===== src/rtl/sdw_pkg.sv =====
package sdw_pkg;

   typedef enum logic {
      SCAN_IDLE = 1'b0,
      SCAN_RUN  = 1'b1
   } scan_state_t;

   // A division by 3 through reciprocal multiply is exact for 0..32.
   localparam int unsigned RECIP3_MUL   = 43;
   localparam int unsigned RECIP3_SHIFT = 7;
   localparam int unsigned RECIP3_MAX   = 32;

endpackage


===== src/rtl/sdw_run_measure.sv =====
module sdw_run_measure #(
   parameter int TAPS = 32,
   localparam int PW  = $clog2(TAPS),
   localparam int LW  = $clog2(TAPS + 1)
) (
   input  logic [TAPS-1:0] map_i,
   input  logic [PW-1:0]   pos_i,
   output logic [LW-1:0]   run_len_o
);

   logic [TAPS-1:0] shifted;
   logic [TAPS-1:0] unbroken;

   // Bits shifted in from above tap TAPS-1 are zero, so a run stops at the
   // last tap and never wraps to tap 0.
   assign shifted = map_i >> pos_i;

   assign unbroken[0] = shifted[0];
   generate
      for (genvar g = 1; g < TAPS; g++) begin : g_chain
         assign unbroken[g] = unbroken[g-1] & shifted[g];
      end
   endgenerate

   always_comb begin
      run_len_o = '0;
      for (int k = 0; k < TAPS; k++) begin
         run_len_o = run_len_o + LW'(unbroken[k]);
      end
   end

endmodule


===== src/rtl/sdw_phase_pick.sv =====
module sdw_phase_pick #(
   parameter int TAPS           = 32,
   parameter int PHASE_W        = 8,
   parameter int ERR_CODE       = 255,
   parameter bit USE_RECIP_DIV3 = 1'b0,
   localparam int PW = $clog2(TAPS),
   localparam int LW = $clog2(TAPS + 1)
) (
   input  logic [PW-1:0]      win_start_i,
   input  logic [LW-1:0]      win_len_i,
   input  logic               empty_i,
   output logic [PHASE_W-1:0] phase_o
);

   import sdw_pkg::*;

   logic [LW-1:0] third;
   logic [LW-1:0] half;
   logic [LW:0]   offset_sum;
   logic [PW-1:0] wrapped;

   assign half = win_len_i >> 1;

   generate
      if (USE_RECIP_DIV3) begin : g_recip
         logic [LW+7:0] prod;
         assign prod  = {8'd0, win_len_i} * (LW+8)'(RECIP3_MUL);
         assign third = LW'(prod >> RECIP3_SHIFT);
      end else begin : g_divide
         assign third = win_len_i / LW'(3);
      end
   endgenerate

   always_comb begin
      if (win_start_i == '0) begin
         offset_sum = {1'b0, third};
      end else begin
         offset_sum = (LW+1)'(win_start_i) + {1'b0, half};
      end
      wrapped = offset_sum[PW-1:0];
      if (empty_i) begin
         phase_o = PHASE_W'(ERR_CODE);
      end else begin
         phase_o = PHASE_W'(wrapped);
      end
   end

endmodule


===== src/rtl/sdw_scan_ctrl.sv =====
module sdw_scan_ctrl #(
   parameter int TAPS        = 32,
   parameter int PHASE_W     = 8,
   parameter int EARLY_LEN   = 12,
   parameter int EARLY_START = 4,
   localparam int PW = $clog2(TAPS),
   localparam int LW = $clog2(TAPS + 1)
) (
   input  logic               clk,
   input  logic               rst_n,
   input  logic               start_i,
   input  logic [TAPS-1:0]    map_i,
   output logic [TAPS-1:0]    map_q_o,
   output logic [PW-1:0]      pos_o,
   input  logic [LW-1:0]      cur_len_i,
   output logic [PW-1:0]      nxt_start_o,
   output logic [LW-1:0]      nxt_len_o,
   output logic               empty_o,
   input  logic [PHASE_W-1:0] phase_i,
   output logic [PW-1:0]      win_start_o,
   output logic [LW-1:0]      win_len_o,
   output logic [PHASE_W-1:0] phase_o,
   output logic               done_o
);

   import sdw_pkg::*;

   localparam logic [LW:0] TAPS_END = (LW+1)'(TAPS);

   scan_state_t     state_q;
   logic [TAPS-1:0] map_q;
   logic [PW-1:0]   pos_q;
   logic [PW-1:0]   best_start_q;
   logic [LW-1:0]   best_len_q;

   logic            better;
   logic [LW-1:0]   stride;
   logic [LW:0]     pos_next;
   logic            early_stop;
   logic            finish;

   assign map_q_o = map_q;
   assign pos_o   = pos_q;

   always_comb begin
      better      = cur_len_i > best_len_q;
      nxt_start_o = better ? pos_q : best_start_q;
      nxt_len_o   = better ? cur_len_i : best_len_q;
      stride      = (cur_len_i == '0) ? LW'(1) : cur_len_i;
      pos_next    = (LW+1)'(pos_q) + {1'b0, stride};
      early_stop  = (int'(cur_len_i) >= EARLY_LEN) &&
                    (int'(nxt_start_o) < EARLY_START);
      empty_o     = (map_q == '0);
      finish      = empty_o || early_stop || (pos_next >= TAPS_END);
   end

   always_ff @(posedge clk or negedge rst_n) begin
      if (!rst_n) begin
         state_q      <= SCAN_IDLE;
         map_q        <= '0;
         pos_q        <= '0;
         best_start_q <= '0;
         best_len_q   <= '0;
         win_start_o  <= '0;
         win_len_o    <= '0;
         phase_o      <= '0;
         done_o       <= 1'b0;
      end else begin
         done_o <= 1'b0;
         case (state_q)
            SCAN_IDLE: begin
               if (start_i) begin
                  map_q        <= map_i;
                  pos_q        <= '0;
                  best_start_q <= '0;
                  best_len_q   <= '0;
                  state_q      <= SCAN_RUN;
               end
            end
            SCAN_RUN: begin
               if (finish) begin
                  win_start_o <= nxt_start_o;
                  win_len_o   <= nxt_len_o;
                  phase_o     <= phase_i;
                  done_o      <= 1'b1;
                  state_q     <= SCAN_IDLE;
               end else begin
                  pos_q        <= pos_next[PW-1:0];
                  best_start_q <= nxt_start_o;
                  best_len_q   <= nxt_len_o;
               end
            end
            default: state_q <= SCAN_IDLE;
         endcase
      end
   end

endmodule


===== src/rtl/sdw_window_finder.sv =====
module sdw_window_finder #(
   parameter int TAPS           = 32,
   parameter int PHASE_W        = 8,
   parameter int ERR_CODE       = 255,
   parameter int EARLY_LEN      = 12,
   parameter int EARLY_START    = 4,
   parameter bit USE_RECIP_DIV3 = 1'b0,
   localparam int PW = $clog2(TAPS),
   localparam int LW = $clog2(TAPS + 1)
) (
   input  logic               clk,
   input  logic               rst_n,
   input  logic               start_i,
   input  logic [TAPS-1:0]    tap_map_i,
   output logic [PW-1:0]      win_start_o,
   output logic [LW-1:0]      win_len_o,
   output logic [PHASE_W-1:0] phase_o,
   output logic               done_o
);

   import sdw_pkg::*;

   generate
      if (TAPS < 2 || (TAPS & (TAPS - 1)) != 0) begin : g_bad_taps
         $error("sdw_window_finder: TAPS must be a power of two >= 2");
      end
      if (PHASE_W < PW) begin : g_bad_phase_w
         $error("sdw_window_finder: PHASE_W too narrow for a tap index");
      end
      if (ERR_CODE < TAPS || ERR_CODE >= (1 << PHASE_W)) begin : g_bad_err
         $error("sdw_window_finder: ERR_CODE must not alias a tap index");
      end
      if (USE_RECIP_DIV3 && TAPS > RECIP3_MAX) begin : g_bad_recip
         $error("sdw_window_finder: reciprocal divide is exact only up to 32 taps");
      end
      if (EARLY_LEN < 1 || EARLY_START < 0) begin : g_bad_early
         $error("sdw_window_finder: bad early stop limits");
      end
   endgenerate

   logic [TAPS-1:0]    map_q;
   logic [PW-1:0]      pos;
   logic [LW-1:0]      cur_len;
   logic [PW-1:0]      nxt_start;
   logic [LW-1:0]      nxt_len;
   logic               empty;
   logic [PHASE_W-1:0] phase_next;

   sdw_scan_ctrl #(
      .TAPS        (TAPS),
      .PHASE_W     (PHASE_W),
      .EARLY_LEN   (EARLY_LEN),
      .EARLY_START (EARLY_START)
   ) u_ctrl (
      .clk         (clk),
      .rst_n       (rst_n),
      .start_i     (start_i),
      .map_i       (tap_map_i),
      .map_q_o     (map_q),
      .pos_o       (pos),
      .cur_len_i   (cur_len),
      .nxt_start_o (nxt_start),
      .nxt_len_o   (nxt_len),
      .empty_o     (empty),
      .phase_i     (phase_next),
      .win_start_o (win_start_o),
      .win_len_o   (win_len_o),
      .phase_o     (phase_o),
      .done_o      (done_o)
   );

   sdw_run_measure #(
      .TAPS (TAPS)
   ) u_run (
      .map_i     (map_q),
      .pos_i     (pos),
      .run_len_o (cur_len)
   );

   sdw_phase_pick #(
      .TAPS           (TAPS),
      .PHASE_W        (PHASE_W),
      .ERR_CODE       (ERR_CODE),
      .USE_RECIP_DIV3 (USE_RECIP_DIV3)
   ) u_pick (
      .win_start_i (nxt_start),
      .win_len_i   (nxt_len),
      .empty_i     (empty),
      .phase_o     (phase_next)
   );

endmodule


===== config.mk =====
export PLATFORM = sky130hd
export DESIGN_NAME = sdw_window_finder
export DESIGN_NICKNAME = d
export VERILOG_FILES = /design/src/rtl/sdw_pkg.sv /design/src/rtl/sdw_run_measure.sv /design/src/rtl/sdw_phase_pick.sv /design/src/rtl/sdw_scan_ctrl.sv /design/src/rtl/sdw_window_finder.sv
export SDC_FILE = /design/constraint.sdc
export NUM_CORES = 1
export LEC_CHECK = 0
export ABC_AREA = 1
export ABC_CLOCK_PERIOD_IN_PS = 14600
export BUFFER_PORTS_ARGS = -buffer_cell sky130_fd_sc_hd__buf_2
export CAP_MARGIN = 20
export CORE_MARGIN = 1
export CORE_UTILIZATION = 45
export CTS_CLUSTER_DIAMETER = 50
export CTS_CLUSTER_SIZE = 25
export DETAILED_ROUTE_END_ITERATION = 10
export PLACE_DENSITY_LB_ADDON = 0.2
export SLEW_MARGIN = 20
export SYNTH_ARGS = -nofsm -noshare
export SYNTH_HDL_FRONTEND = slang
export SYNTH_HIERARCHICAL = 1
export SYNTH_SLANG_ARGS = --single-unit

===== constraint.sdc =====
create_clock -name clk -period 14.6 [get_ports clk]
set_input_delay 2.92 -clock clk [delete_from_list [all_inputs] [get_ports clk]]
set_output_delay 2.92 -clock clk [all_outputs]
set_load 0.005 [all_outputs]

==> results of run 1 <==
==> final cells by class <==
| cell class | instances | area share |
|---|---|---|
| Multi-Input combinational cell | 678 | 0.5754 |
| Clock inverter | 6 | 0.01332 |
| Clock buffer | 10 | 0.03392 |
| Sequential cell | 69 | 0.2451 |
| Tap cell | 180 | 0.03197 |
| Timing Repair Buffer | 64 | 0.05079 |
| Inverter | 93 | 0.04955 |
==> metrics by stage <==
stage / setup WS [ps] / hold WS (ps) / cell area [sq um]
floorplan: 4814 / 465.4 / 6391
global placement: 3568 / 452.4 / 6693
detailed placement: 3311 / 455.9 / 6693
CTS: 3291 / 469.9 / 7025
global route: 2217 / 479.4 / 7046
finish: 3274 / 469.2 / 7046
==> routing by layer <==
metal | wire, microns | up-vias
met5 | 0 | -
met4 | 172 | 0
met3 | 981 | 14
met2 | 6671 | 194
met1 | 8628 | 2840
li1 | - | 2991
==> worst max-delay path: cells and delay by family, from the launching register on <==
family / cells / cell delay [ps]
and+or+nand+nor: 42 / 4850
adders and majority gates: 9 / 3720
AOI/OAI and AO/OA: 2 / 940
buffers and inverters: 7 / 870
DFF: 1 / 530
xor gates and xnor gates: 1 / 360
==> cells by family (layout without fill, tap and decap cells) <==
family,Yosys count,count (layout)
adders and majority gates,48,48
buffers and inverters,145,173
and+or+nand+nor,528,528
xor gates and xnor gates,8,8
AOI/OAI and AO/OA,62,62
muxes,32,32
DFF,69,69
==> Yosys cell counts, drive strengths merged (2+ instances only) <==
cell type  count
fa            25
ha            23
nor3           3
nand2        240
buf           31
a22oi          3
nand4         27
a21oi         18
a211oi         2
xnor2          4
nor2          59
clkbuf        21
inv           93
o21a           2
o21ai         32
xor2           4
nand3        195
dfrtp         69
a31oi          2
mux2          32
==> sequential cells by signal, summed over array words and instances (netlist names) <==
register	cells
u_ctrl/best_len_q	6
u_ctrl/best_start_q	5
u_ctrl/done_o	1
u_ctrl/map_q_o	32
u_ctrl/phase_o	8
u_ctrl/pos_o	5
u_ctrl/state_q	1
u_ctrl/win_len_o	6
u_ctrl/win_start_o	5
==> path summary, 6_finish.rpt <==
check,startpoint,end
worst min register to register,u_ctrl/phase_o[0],u_ctrl/phase_o[0]
worst min-delay path,u_ctrl/phase_o[0],u_ctrl/phase_o[0]
min in group asynchronous,rst_n,u_ctrl/best_len_q[5]
worst max-delay path,u_ctrl/pos_o[0],u_ctrl/phase_o[0]
max in group asynchronous,rst_n,u_ctrl/map_q_o[8]
worst max register to register,u_ctrl/pos_o[0],u_ctrl/phase_o[0]
==> cells in the final DEF, fill, tap and decap left out, drive strengths merged <==
| cell | n |
|---|---|
| a211oi | 2 |
| a21o | 1 |
| a21oi | 18 |
| a22oi | 3 |
| a31oi | 2 |
| and2 | 1 |
| and3 | 1 |
| buf | 64 |
| bufinv | 2 |
| clkbuf | 10 |
| clkinv | 1 |
| clkinvlp | 1 |
| dfrtp | 69 |
| fa | 25 |
| ha | 23 |
| inv | 95 |
| mux2 | 32 |
| nand2 | 240 |
| nand3 | 195 |
| nand3b | 1 |
| nand4 | 27 |
| nor2 | 59 |
| nor3 | 3 |
| nor4 | 1 |
| o211ai | 1 |
| o21a | 2 |
| o21ai | 32 |
| o311ai | 1 |
| xnor2 | 4 |
| xor2 | 4 |
==> run summary, run 1 <==
The flow ran to the end, and the final reports show no timing, DRC or antenna violations. The total number of placement rows is 43. The detailed placement HPWL came out at 12,280 microns. Summed over all failing endpoints, the final setup total negative slack is 0 ps. The critical path arrival came out at 11,600 ps. The clock period minus worst slack came out at 11,330 ps. Clock tree synthesis selected as its root buffer the cell sky130_fd_sc_hd__clkbuf_16. The first global-routing pass estimated 27,690 microns of wire. The total length of routed wires is 16,450 microns. STA classifies the critical path endpoint as a flop. Of the total synthesized cell area, the portion taken by full adders, half adders and majority gates is 0.1233. In this run the worst path has a maximum fanout of 33. The layout-stage area growth over the synthesis result is 10.24%. The core box area is 13,880 sq um. The instance count after placement with tap cells included is 1,083.

The residual DRC count is 0. In this run, post-CTS hold repair placed 0 buffers. The share of cell area taken by muxes after synthesis came out at 0.05638. Setup repair after global routing left no endpoint under its margin.

Setup slack on the worst reg-to-reg path comes out at 3270 ps. The setup skew after layout is 8.927 ps. The fraction of met1 tracks used by global routing is 0.3886. The proportion of synthesized flip-flops having asynchronous set or reset came out at 1.000. The initial utilization of the core area, before any placement, comes to 0.4604. The largest family of logic cells by synthesized area is simple AND/OR/NAND/NOR gates. After the last flow step, the layout net total stands at 998.

At the later pin of the worst-skew pair, clock insertion delay measures 340 ps. The fill cell total of the finished layout is 1,408. The pin slew with the least headroom to its limit came out at 1094 ps.

The synthesized-area fraction occupied by and/or/nand/nor cells came out at 0.3890. Based on the critical path, the design can be clocked at up to 88.29 MHz. The die is 121.2 microns wide. The area of all sequential standard cells is 1727 sq um. The cell that appears most often on the critical path is sky130_fd_sc_hd__nand2_1. The share of the synthesized area in compound gates (AO/OA/AOI/OAI) came out at 0.05423. For this design, the sink count on the clock tree is 69. The total of buffers placed on input and output ports came out at 54. Of the synthesized area, sequential elements account for 0.2702. The startpoint type of the worst setup path is a flop. The worst stage delay on the critical path is 630 ps. The flip-flop and latch count after synthesis is 69. The synthesized area per cell is 7.165 sq um. Routability-driven placement finished with a final weighted congestion of 0.8947. The count of flip-flops with a built-in enable after synthesis came out at 0. The number of warning messages in the yosys log came out at 6. The number of setup violations in the final report came out at 0. At the end of the flow the core is filled with cells to 0.5076. After technology mapping, the gate count stands at 892.

The number of max-cap violations came out at 0. For this design, the slowest cell found on the critical path is sky130_fd_sc_hd__a21oi_1. The share of synthesized area in the top cell type comes to 0.2702. The count of pins on the block boundary came out at 55. In the global route stage, overall resource usage came out at 0.2391. The area share of xor/xnor cells in the synthesized design is 0.01096. The detail route stage leaves a number of antenna-violating nets equal to 0. The depth of the most critical reg-to-reg path came out at 61. The number of distinct library cells after synthesis came out at 40.

The total iterations of the first detailed-routing run is 6. The worst hold path cell count is 2. The data required time at the worst endpoint came out at 14,880 ps. The fraction of met3 tracks used by global routing is 0.03477. The number of hold violations in the final report came out at 0. The met2 track demand over resource came out at 0.3218. The final instance count without filler cells is 1,100.

The clock buffer count from CTS came out at 9. Post-CTS repair changed the size of 0 cells. Summed over all instances, the cell type with the most area after synthesis is sky130_fd_sc_hd__dfrtp_1.

The die area came out at 14,680 sq um. The per-cell routed wire length came out at 14.96 microns. The height of the chip came out at 121.2 microns. The buffer count from post-CTS setup fixing came out at 0. The post-synth design cell area is 6391 sq um. The number of violations reported at the end of detailed-routing iteration 0 is 501. The number of pins exceeding their max-slew limit in the final report is 0.

The number of global-route vias before repair is 5,358. The global route total overflow is 0. In the post-synthesis netlist, the biggest area contributors are sky130_fd_sc_hd__dfrtp_1 27%, sky130_fd_sc_hd__nand3_1 15%, sky130_fd_sc_hd__nand2_1 13%. The kind of path behind the tightest hold check is flop to flop. After clock tree synthesis, the clock-pin slew on the worst setup and hold paths is 60 ps. The number of nets in the synthesized netlist is 975. met1 is the most crowded layer. The largest net degree at the start of global routing came out at 70. The level count of the clock H-tree came out at 3. After detailed routing, the number of vias per cell comes to 5.490. The clock tree from TritonCTS is yes. The overall via count from detail_route is 6,039. The worst setup path is of the flop to flop kind. The most used flip-flop cell after synthesis is sky130_fd_sc_hd__dfrtp_1. The relative slew slack came out at 0.2628. The initial antenna violation count is 0. The antenna diode count is 0. Dividing the final minimum period by the clock period gives 0.7758.

The fraction of final layout cells sized beyond drive strength 1 came out at 0.1685. In the final layout, the multi-input gates occupy 4054 sq um. The largest buffer count on any clock path is 2.
Power of run 1 is left out: the tool's default activity adds up to more than one toggle a clock period on the data nets, which glitch-free logic cannot reach.
==> inputs of run 2 (changes only) <==
--- a/config.mk
+++ b/config.mk
@@ -6,7 +6,7 @@
 export NUM_CORES = 1
 export LEC_CHECK = 0
 export ABC_AREA = 1
-export ABC_CLOCK_PERIOD_IN_PS = 14600
+export ABC_CLOCK_PERIOD_IN_PS = 10300
 export BUFFER_PORTS_ARGS = -buffer_cell sky130_fd_sc_hd__buf_2
 export CAP_MARGIN = 20
 export CORE_MARGIN = 1
==> constraint.sdc (replaced) <==
create_clock -name clk -period 10.3 [get_ports clk]
set_input_delay 2.06 -clock clk [delete_from_list [all_inputs] [get_ports clk]]
set_output_delay 2.06 -clock clk [all_outputs]
set_load 0.005 [all_outputs]
==> run summary, run 2 (same netlist as run 1, synthesis figures left out) <==
The data required time at the worst endpoint came to 10,520 ps (was 14,880 ps). The first-pass GRT wire length is 27,990 microns (was 27,690 microns). The clock root buffer is sky130_fd_sc_hd__clkbuf_16 (unchanged). The chip width is 121.2 microns (unchanged). The start-to-end type of the worst setup path is flop to flop (unchanged). Run status: finished clean (unchanged).

The clock latency on the worst-skew pair is 330 ps (was 340 ps). The overall via count from detail_route came out at 6,239 (was 6,039). The post-CTS clock slew at the launch and capture registers of the worst setup and hold paths is 60 ps (about the same). The most numerous cell on the critical path is sky130_fd_sc_hd__nand2_1 (unchanged).

The number of setup violations in the final report came out at 0 (unchanged). The per-cell routed wire length is 15.26 microns (was 14.96 microns). The number of sinks on the clock net came out at 69 (unchanged). The depth of the most critical reg-to-reg path is 62 (was 61).

The initial core utilization came to 0.4604 (unchanged). The worst hold path cell count came out at 2 (unchanged). The worst setup slack after layout came out at 360.2 ps (was 3274 ps). The critical path arrival is 10,160 ps (was 11,600 ps). The number of flip-flops in the largest register is 32 (unchanged). The pre-CTS setup slack is -205.7 ps (was 3311 ps). The ratio of routed vias to standard cells is 5.458 (was 5.490). The total of buffers placed on input and output ports is 54 (unchanged). The total routing usage reported by global routing came out at 0.2403 (was 0.2391).

The height of the chip came out at 121.2 microns (unchanged). The number of max-cap violations came to 0 (unchanged). The count of pins on the block boundary was 55 (unchanged). The number of nets with antenna violations after detailed routing is 0 (unchanged). The cell at the slowest stage of the critical path is sky130_fd_sc_hd__fa_2 (was sky130_fd_sc_hd__a21oi_1). The final layout net count is 1,041 (was 998).

The global placer's final weighted congestion is 0.9092 (was 0.8947). The antenna diode count came out at 0 (unchanged). The setup skew after layout is 7.507 ps (was 8.927 ps). The kind of path behind the tightest hold check is flop to flop (unchanged).

The largest net degree at the start of global routing is 70 (unchanged). The maximum fanout count along the critical path came out at 8 (was 33). The global route total overflow came out at 0 (unchanged). The number of violations reported at the end of detailed-routing iteration 0 is 605 (was 501). The worst hold path startpoint is u_ctrl/phase_o[1] (was u_ctrl/phase_o[0]). The setup slack on the worst flop-to-flop path is 360 ps (was 3270 ps). The level count of the clock H-tree is 3 (unchanged). The clock period minus worst slack is 9940 ps (was 11,330 ps). The number of hold violations in the final report came out at 0 (unchanged). The critical register-to-register path endpoint is u_ctrl/phase_o[0] (unchanged). The worst stage delay on the critical path is 540 ps (was 630 ps). The residual DRC count is 0 (unchanged). The endpoint of the worst hold path was u_ctrl/phase_o[1] (was u_ctrl/phase_o[0]). The source of the worst register-to-register timing path is u_ctrl/pos_o[0] (unchanged). The number of pins exceeding their max-slew limit in the final report came out at 0 (unchanged). RSZ-0062 raised after global routing: yes (was no). The most frequent standard cell in the layout excluding fill and tap cells is sky130_fd_sc_hd__nand2_1 (unchanged).

The total length of routed wires came out at 17,440 microns (was 16,450 microns). The detailed placement HPWL came out at 12,470 microns (was 12,280 microns). The initial antenna violation count is 0 (unchanged).

Commonest cells after routing, fill and taps aside: 209 x sky130_fd_sc_hd__nand2_1, 152 x sky130_fd_sc_hd__nand3_1, 85 x sky130_fd_sc_hd__inv_1 (was 228 x sky130_fd_sc_hd__nand2_1, 189 x sky130_fd_sc_hd__nand3_1, 88 x sky130_fd_sc_hd__inv_1). The die area was 14,680 sq um (unchanged). The element type at the critical path end is a flop (unchanged). The fraction of final layout cells sized beyond drive strength 1 came out at 0.2856 (was 0.1685). The number of global-route vias before repair came out at 5,565 (was 5,358).

The startpoint type of the worst setup path was a flop (unchanged). The maximum clock frequency is 100.6 MHz (was 88.29 MHz). The total iterations of the first detailed-routing run is 5 (was 6). The cts-stage hold buffer count came out at 0 (unchanged). The layout-stage area growth over the synthesis result came to 23.39% (was 10.24%).

The final cycle utilization of the critical path came out at 0.9650 (was 0.7758). The largest buffer count on any clock path is 2 (unchanged). The total number of placement rows is 43 (unchanged).

The core box area came to 13,880 sq um (unchanged). The clock tree from TritonCTS was yes (unchanged). The pin slew with the least headroom to its limit came out at 875.5 ps (was 1094 ps). The clock buffer count from CTS is 9 (unchanged).

The relative slew slack is 0.4164 (was 0.2628).
[run 2: worst max path at each step]
stage	from	cells after the start	endpoint	slack (ps)
after floorplan	u_ctrl/pos_o[0]	63	u_ctrl/phase_o[0]	510
after global placement	u_ctrl/pos_o[0]	63	u_ctrl/phase_o[0]	-30
after detailed placement	u_ctrl/pos_o[0]	63	u_ctrl/phase_o[0]	-210
after CTS	u_ctrl/pos_o[0]	63	u_ctrl/phase_o[0]	20
after global routing	u_ctrl/pos_o[0]	64	u_ctrl/phase_o[0]	-260
final	u_ctrl/pos_o[0]	62	u_ctrl/phase_o[0]	360
[run 2: timing repair]
action / in CTS / in global routing
gates resized for setup: 3 / 102
setup buffers: 0 / 22
pin swaps: 0 / 22
setup endpoints to repair: 2 / 37
cloned: 0 / 2
[run 2: cell type report]
| type | instances | area (sq um) |
|---|---|---|
| multi-input combinational | 678 | 4434 |
| fill | 1288 | 5995 |
| timing repair buffer | 107 | 820.8 |
| inverter | 93 | 354.1 |
| sequential | 69 | 1728 |
| tap | 180 | 225.2 |
| clock inverter | 7 | 98.84 |
| clock buffer | 9 | 225.2 |
[run 2: routing by layer]
| layer | track usage | part of all wire |
|---|---|---|
| met5 | 0 | 0 |
| met4 | 0.04012 | 0.0068 |
| met3 | 0.02820 | 0.055 |
| met2 | 0.3371 | 0.43 |
| met1 | 0.3915 | 0.51 |
[run 2: per-stage QoR]
| step | hold slack, ps | util | TNS [ps] | instance area, sq um | instances |
|---|---|---|---|---|---|
| after global placement | 450.9 | 0.4969 | -33.10 | 6898 | 1102 |
| after global routing | 482.1 | 0.5681 | -940.6 | 7886 | 1143 |
| final | 463.0 | 0.5681 | 0 | 7886 | 1143 |
| after CTS | 467.1 | 0.5206 | 0 | 7226 | 1118 |
| after floorplan | 465.4 | - | 0 | 6391 | 892 |
| after detailed placement | 452.6 | 0.4969 | -332.7 | 6898 | 1102 |
[run 2: worst max-delay path, delay by kind of cell (launching register included)]
family / cells / cell delay (ps)
XOR/XNOR: 1 / 210
buffers and inverters: 11 / 820
AO/OA/AOI/OAI: 6 / 1180
AND/OR/NAND/NOR: 34 / 3250
flip-flops: 1 / 450
adder cells (fa/ha/maj): 10 / 3910
Power of run 2 is left out for the same reason.
==> inputs of run 3 (changes only) <==
--- a/config.mk
+++ b/config.mk
@@ -7,7 +7,7 @@
 export LEC_CHECK = 0
 export ABC_AREA = 1
 export ABC_CLOCK_PERIOD_IN_PS = 10300
-export BUFFER_PORTS_ARGS = -buffer_cell sky130_fd_sc_hd__buf_2
+export BUFFER_PORTS_ARGS = -buffer_cell sky130_fd_sc_hd__buf_4
 export CAP_MARGIN = 20
 export CORE_MARGIN = 1
 export CORE_UTILIZATION = 45
==> run summary, run 3 (same netlist as run 1, synthesis figures left out) <==
Run status: finished clean (unchanged). The setup skew after layout is 7.845 ps (was 7.507 ps). The number of violations reported at the end of detailed-routing iteration 0 came out at 614 (was 605).

The layout-stage area growth over the synthesis result is 29.91% (was 23.39%). The chip width is 121.2 microns (unchanged). The first-pass GRT wire length is 27,830 microns (was 27,990 microns). The fraction of final layout cells sized beyond drive strength 1 came out at 0.3344 (was 0.2856). The pin slew with the least headroom to its limit is 1062 ps (was 875.5 ps). The largest net degree at the start of global routing came out at 70 (unchanged). The final setup TNS came to 0 ps (unchanged). The clock latency on the worst-skew pair was 330 ps (about the same). The detailed placement HPWL came out at 12,420 microns (was 12,470 microns). The instance count after placement with tap cells included is 1,102 (unchanged). The core box area was 13,880 sq um (unchanged). The initial core utilization is 0.4604 (unchanged).

The worst stage delay on the critical path came out at 530 ps (was 540 ps). The most frequent standard cell in the layout excluding fill and tap cells is sky130_fd_sc_hd__nand2_1 (unchanged). The clock root buffer is sky130_fd_sc_hd__clkbuf_16 (unchanged). The largest buffer count on any clock path came out at 2 (unchanged).

The number of flip-flops in the largest register came to 32 (unchanged). The overall via count from detail_route is 6,347 (was 6,239). The ratio of routed vias to standard cells came out at 5.524 (was 5.458). The height of the chip came to 121.2 microns (unchanged). The total number of placement rows is 43 (unchanged). The post-CTS clock slew at the launch and capture registers of the worst setup and hold paths is 60 ps (about the same). The start-to-end type of the worst setup path was flop to flop (unchanged). The total length of routed wires is 18,020 microns (was 17,440 microns). The number of sinks on the clock net is 69 (unchanged). Commonest cells after routing, fill and taps aside: 198 x sky130_fd_sc_hd__nand2_1, 122 x sky130_fd_sc_hd__nand3_1, 102 x sky130_fd_sc_hd__buf_4 (was 209 x sky130_fd_sc_hd__nand2_1, 152 x sky130_fd_sc_hd__nand3_1, 85 x sky130_fd_sc_hd__inv_1). The number of max-cap violations is 0 (unchanged). The cell at the slowest stage of the critical path is sky130_fd_sc_hd__fa_2 (unchanged). The critical path arrival is 10,170 ps (was 10,160 ps). The per-cell routed wire length is 15.68 microns (was 15.26 microns). The residual DRC count came out at 0 (unchanged). The number of setup violations in the final report is 0 (unchanged).

The total of buffers placed on input and output ports came out at 54 (unchanged). The clock buffer count from CTS came out at 9 (unchanged). The clock period minus worst slack was 9939 ps (was 9940 ps).

The fill cell total of the finished layout is 1,241 (was 1,288). The cts-stage hold buffer count came out at 0 (unchanged). The final cycle utilization of the critical path is 0.9650 (about the same).

The die area is 14,680 sq um (unchanged). The element type at the critical path end was a flop (unchanged). The level count of the clock H-tree is 3 (unchanged).

The antenna diode count came out at 0 (unchanged). The count of pins on the block boundary came out at 55 (unchanged). The number of global-route vias before repair came out at 5,465 (was 5,565).

The number of hold violations in the final report was 0 (unchanged). The global route total overflow was 0 (unchanged). The maximum fanout count along the critical path came out at 8 (unchanged).

The final instance count without filler cells came out at 1,149 (was 1,143). The startpoint type of the worst setup path is a flop (unchanged). The total routing usage reported by global routing came to 0.2381 (was 0.2403).

The clock tree from TritonCTS is yes (unchanged). The data required time at the worst endpoint came out at 10,530 ps (was 10,520 ps). The initial antenna violation count came out at 0 (unchanged).

The final layout net count came out at 1,047 (was 1,041). The number of nets with antenna violations after detailed routing came out at 0 (unchanged). RSZ-0062 raised after global routing: yes (unchanged). The relative slew slack is 0.2895 (was 0.4164).

The global placer's final weighted congestion was 0.9160 (was 0.9092). The total iterations of the first detailed-routing run came out at 5 (unchanged). The maximum clock frequency came to 100.6 MHz (about the same). The kind of path behind the tightest hold check is flop to flop (unchanged). The number of pins exceeding their max-slew limit in the final report is 0 (unchanged).
run 3: what timing repair did:
item | CTS | global route
resized for setup | 2 | 149
pin swaps | 0 | 43
buffers inserted | 0 | 28
setup endpoints to repair | 2 | 37
gates cloned | 0 | 3
run 3: final timing paths:
kind                                   start              endpoint  slack, ps  depth (start not counted)
min in group asynchronous              rst_n  u_ctrl/best_len_q[2]       1830                          1
max reg2reg                  u_ctrl/pos_o[0]     u_ctrl/phase_o[0]        360                         63
min reg2reg                u_ctrl/phase_o[0]     u_ctrl/phase_o[0]        480                          2
max in group asynchronous              rst_n       u_ctrl/pos_o[0]       7830                          1
max                          u_ctrl/pos_o[0]     u_ctrl/phase_o[0]        360                         63
min                        u_ctrl/phase_o[0]     u_ctrl/phase_o[0]        480                          2
run 3: through the flow:
| step | hold WS (ps) | util | setup slack, ps | area [sq um] |
|---|---|---|---|---|
| 6_report | 477.1 | 0.5982 | 360.8 | 8303 |
| 5_1_grt | 495.7 | 0.5982 | -223.9 | 8303 |
| 4_1_cts | 479.0 | 0.5334 | 10.69 | 7405 |
| 3_5_place_dp | 462.4 | 0.5067 | -247.1 | 7033 |
| 3_3_place_gp | 457.5 | 0.5067 | 5.697 | 7033 |
| 2_1_floorplan | 465.4 | - | 513.7 | 6391 |
run 3: critical path, delay by kind of cell, from the launching register on:
kind / cells / cell delay, ps
AO/OA/AOI/OAI: 2 / 230
XOR/XNOR: 1 / 210
adder cells (fa/ha/maj): 10 / 4030
buffers and inverters: 10 / 880
flip-flops: 1 / 450
AND/OR/NAND/NOR: 40 / 4020
run 3: cell type report:
type                       count  area (sq um)  area share
multi-input combinational    679          4653      0.5604
sequential                    69          1729      0.2083
timing repair buffer         112         967.2      0.1165
inverter                      93         356.6     0.04295
clock buffer                   9         225.2     0.02712
tap                          180         225.2     0.02712
clock inverter                 7         146.4     0.01763
run 3: per-layer routing:
layer	up-vias	wire length [microns]	track usage
li1	3081	-	-
met5	-	0	0
met2	195	7912	0.3250
met3	15	886	0.02820
met4	0	229	0.05787
met1	3056	8989	0.3885
Power of run 3 is left out for the same reason.
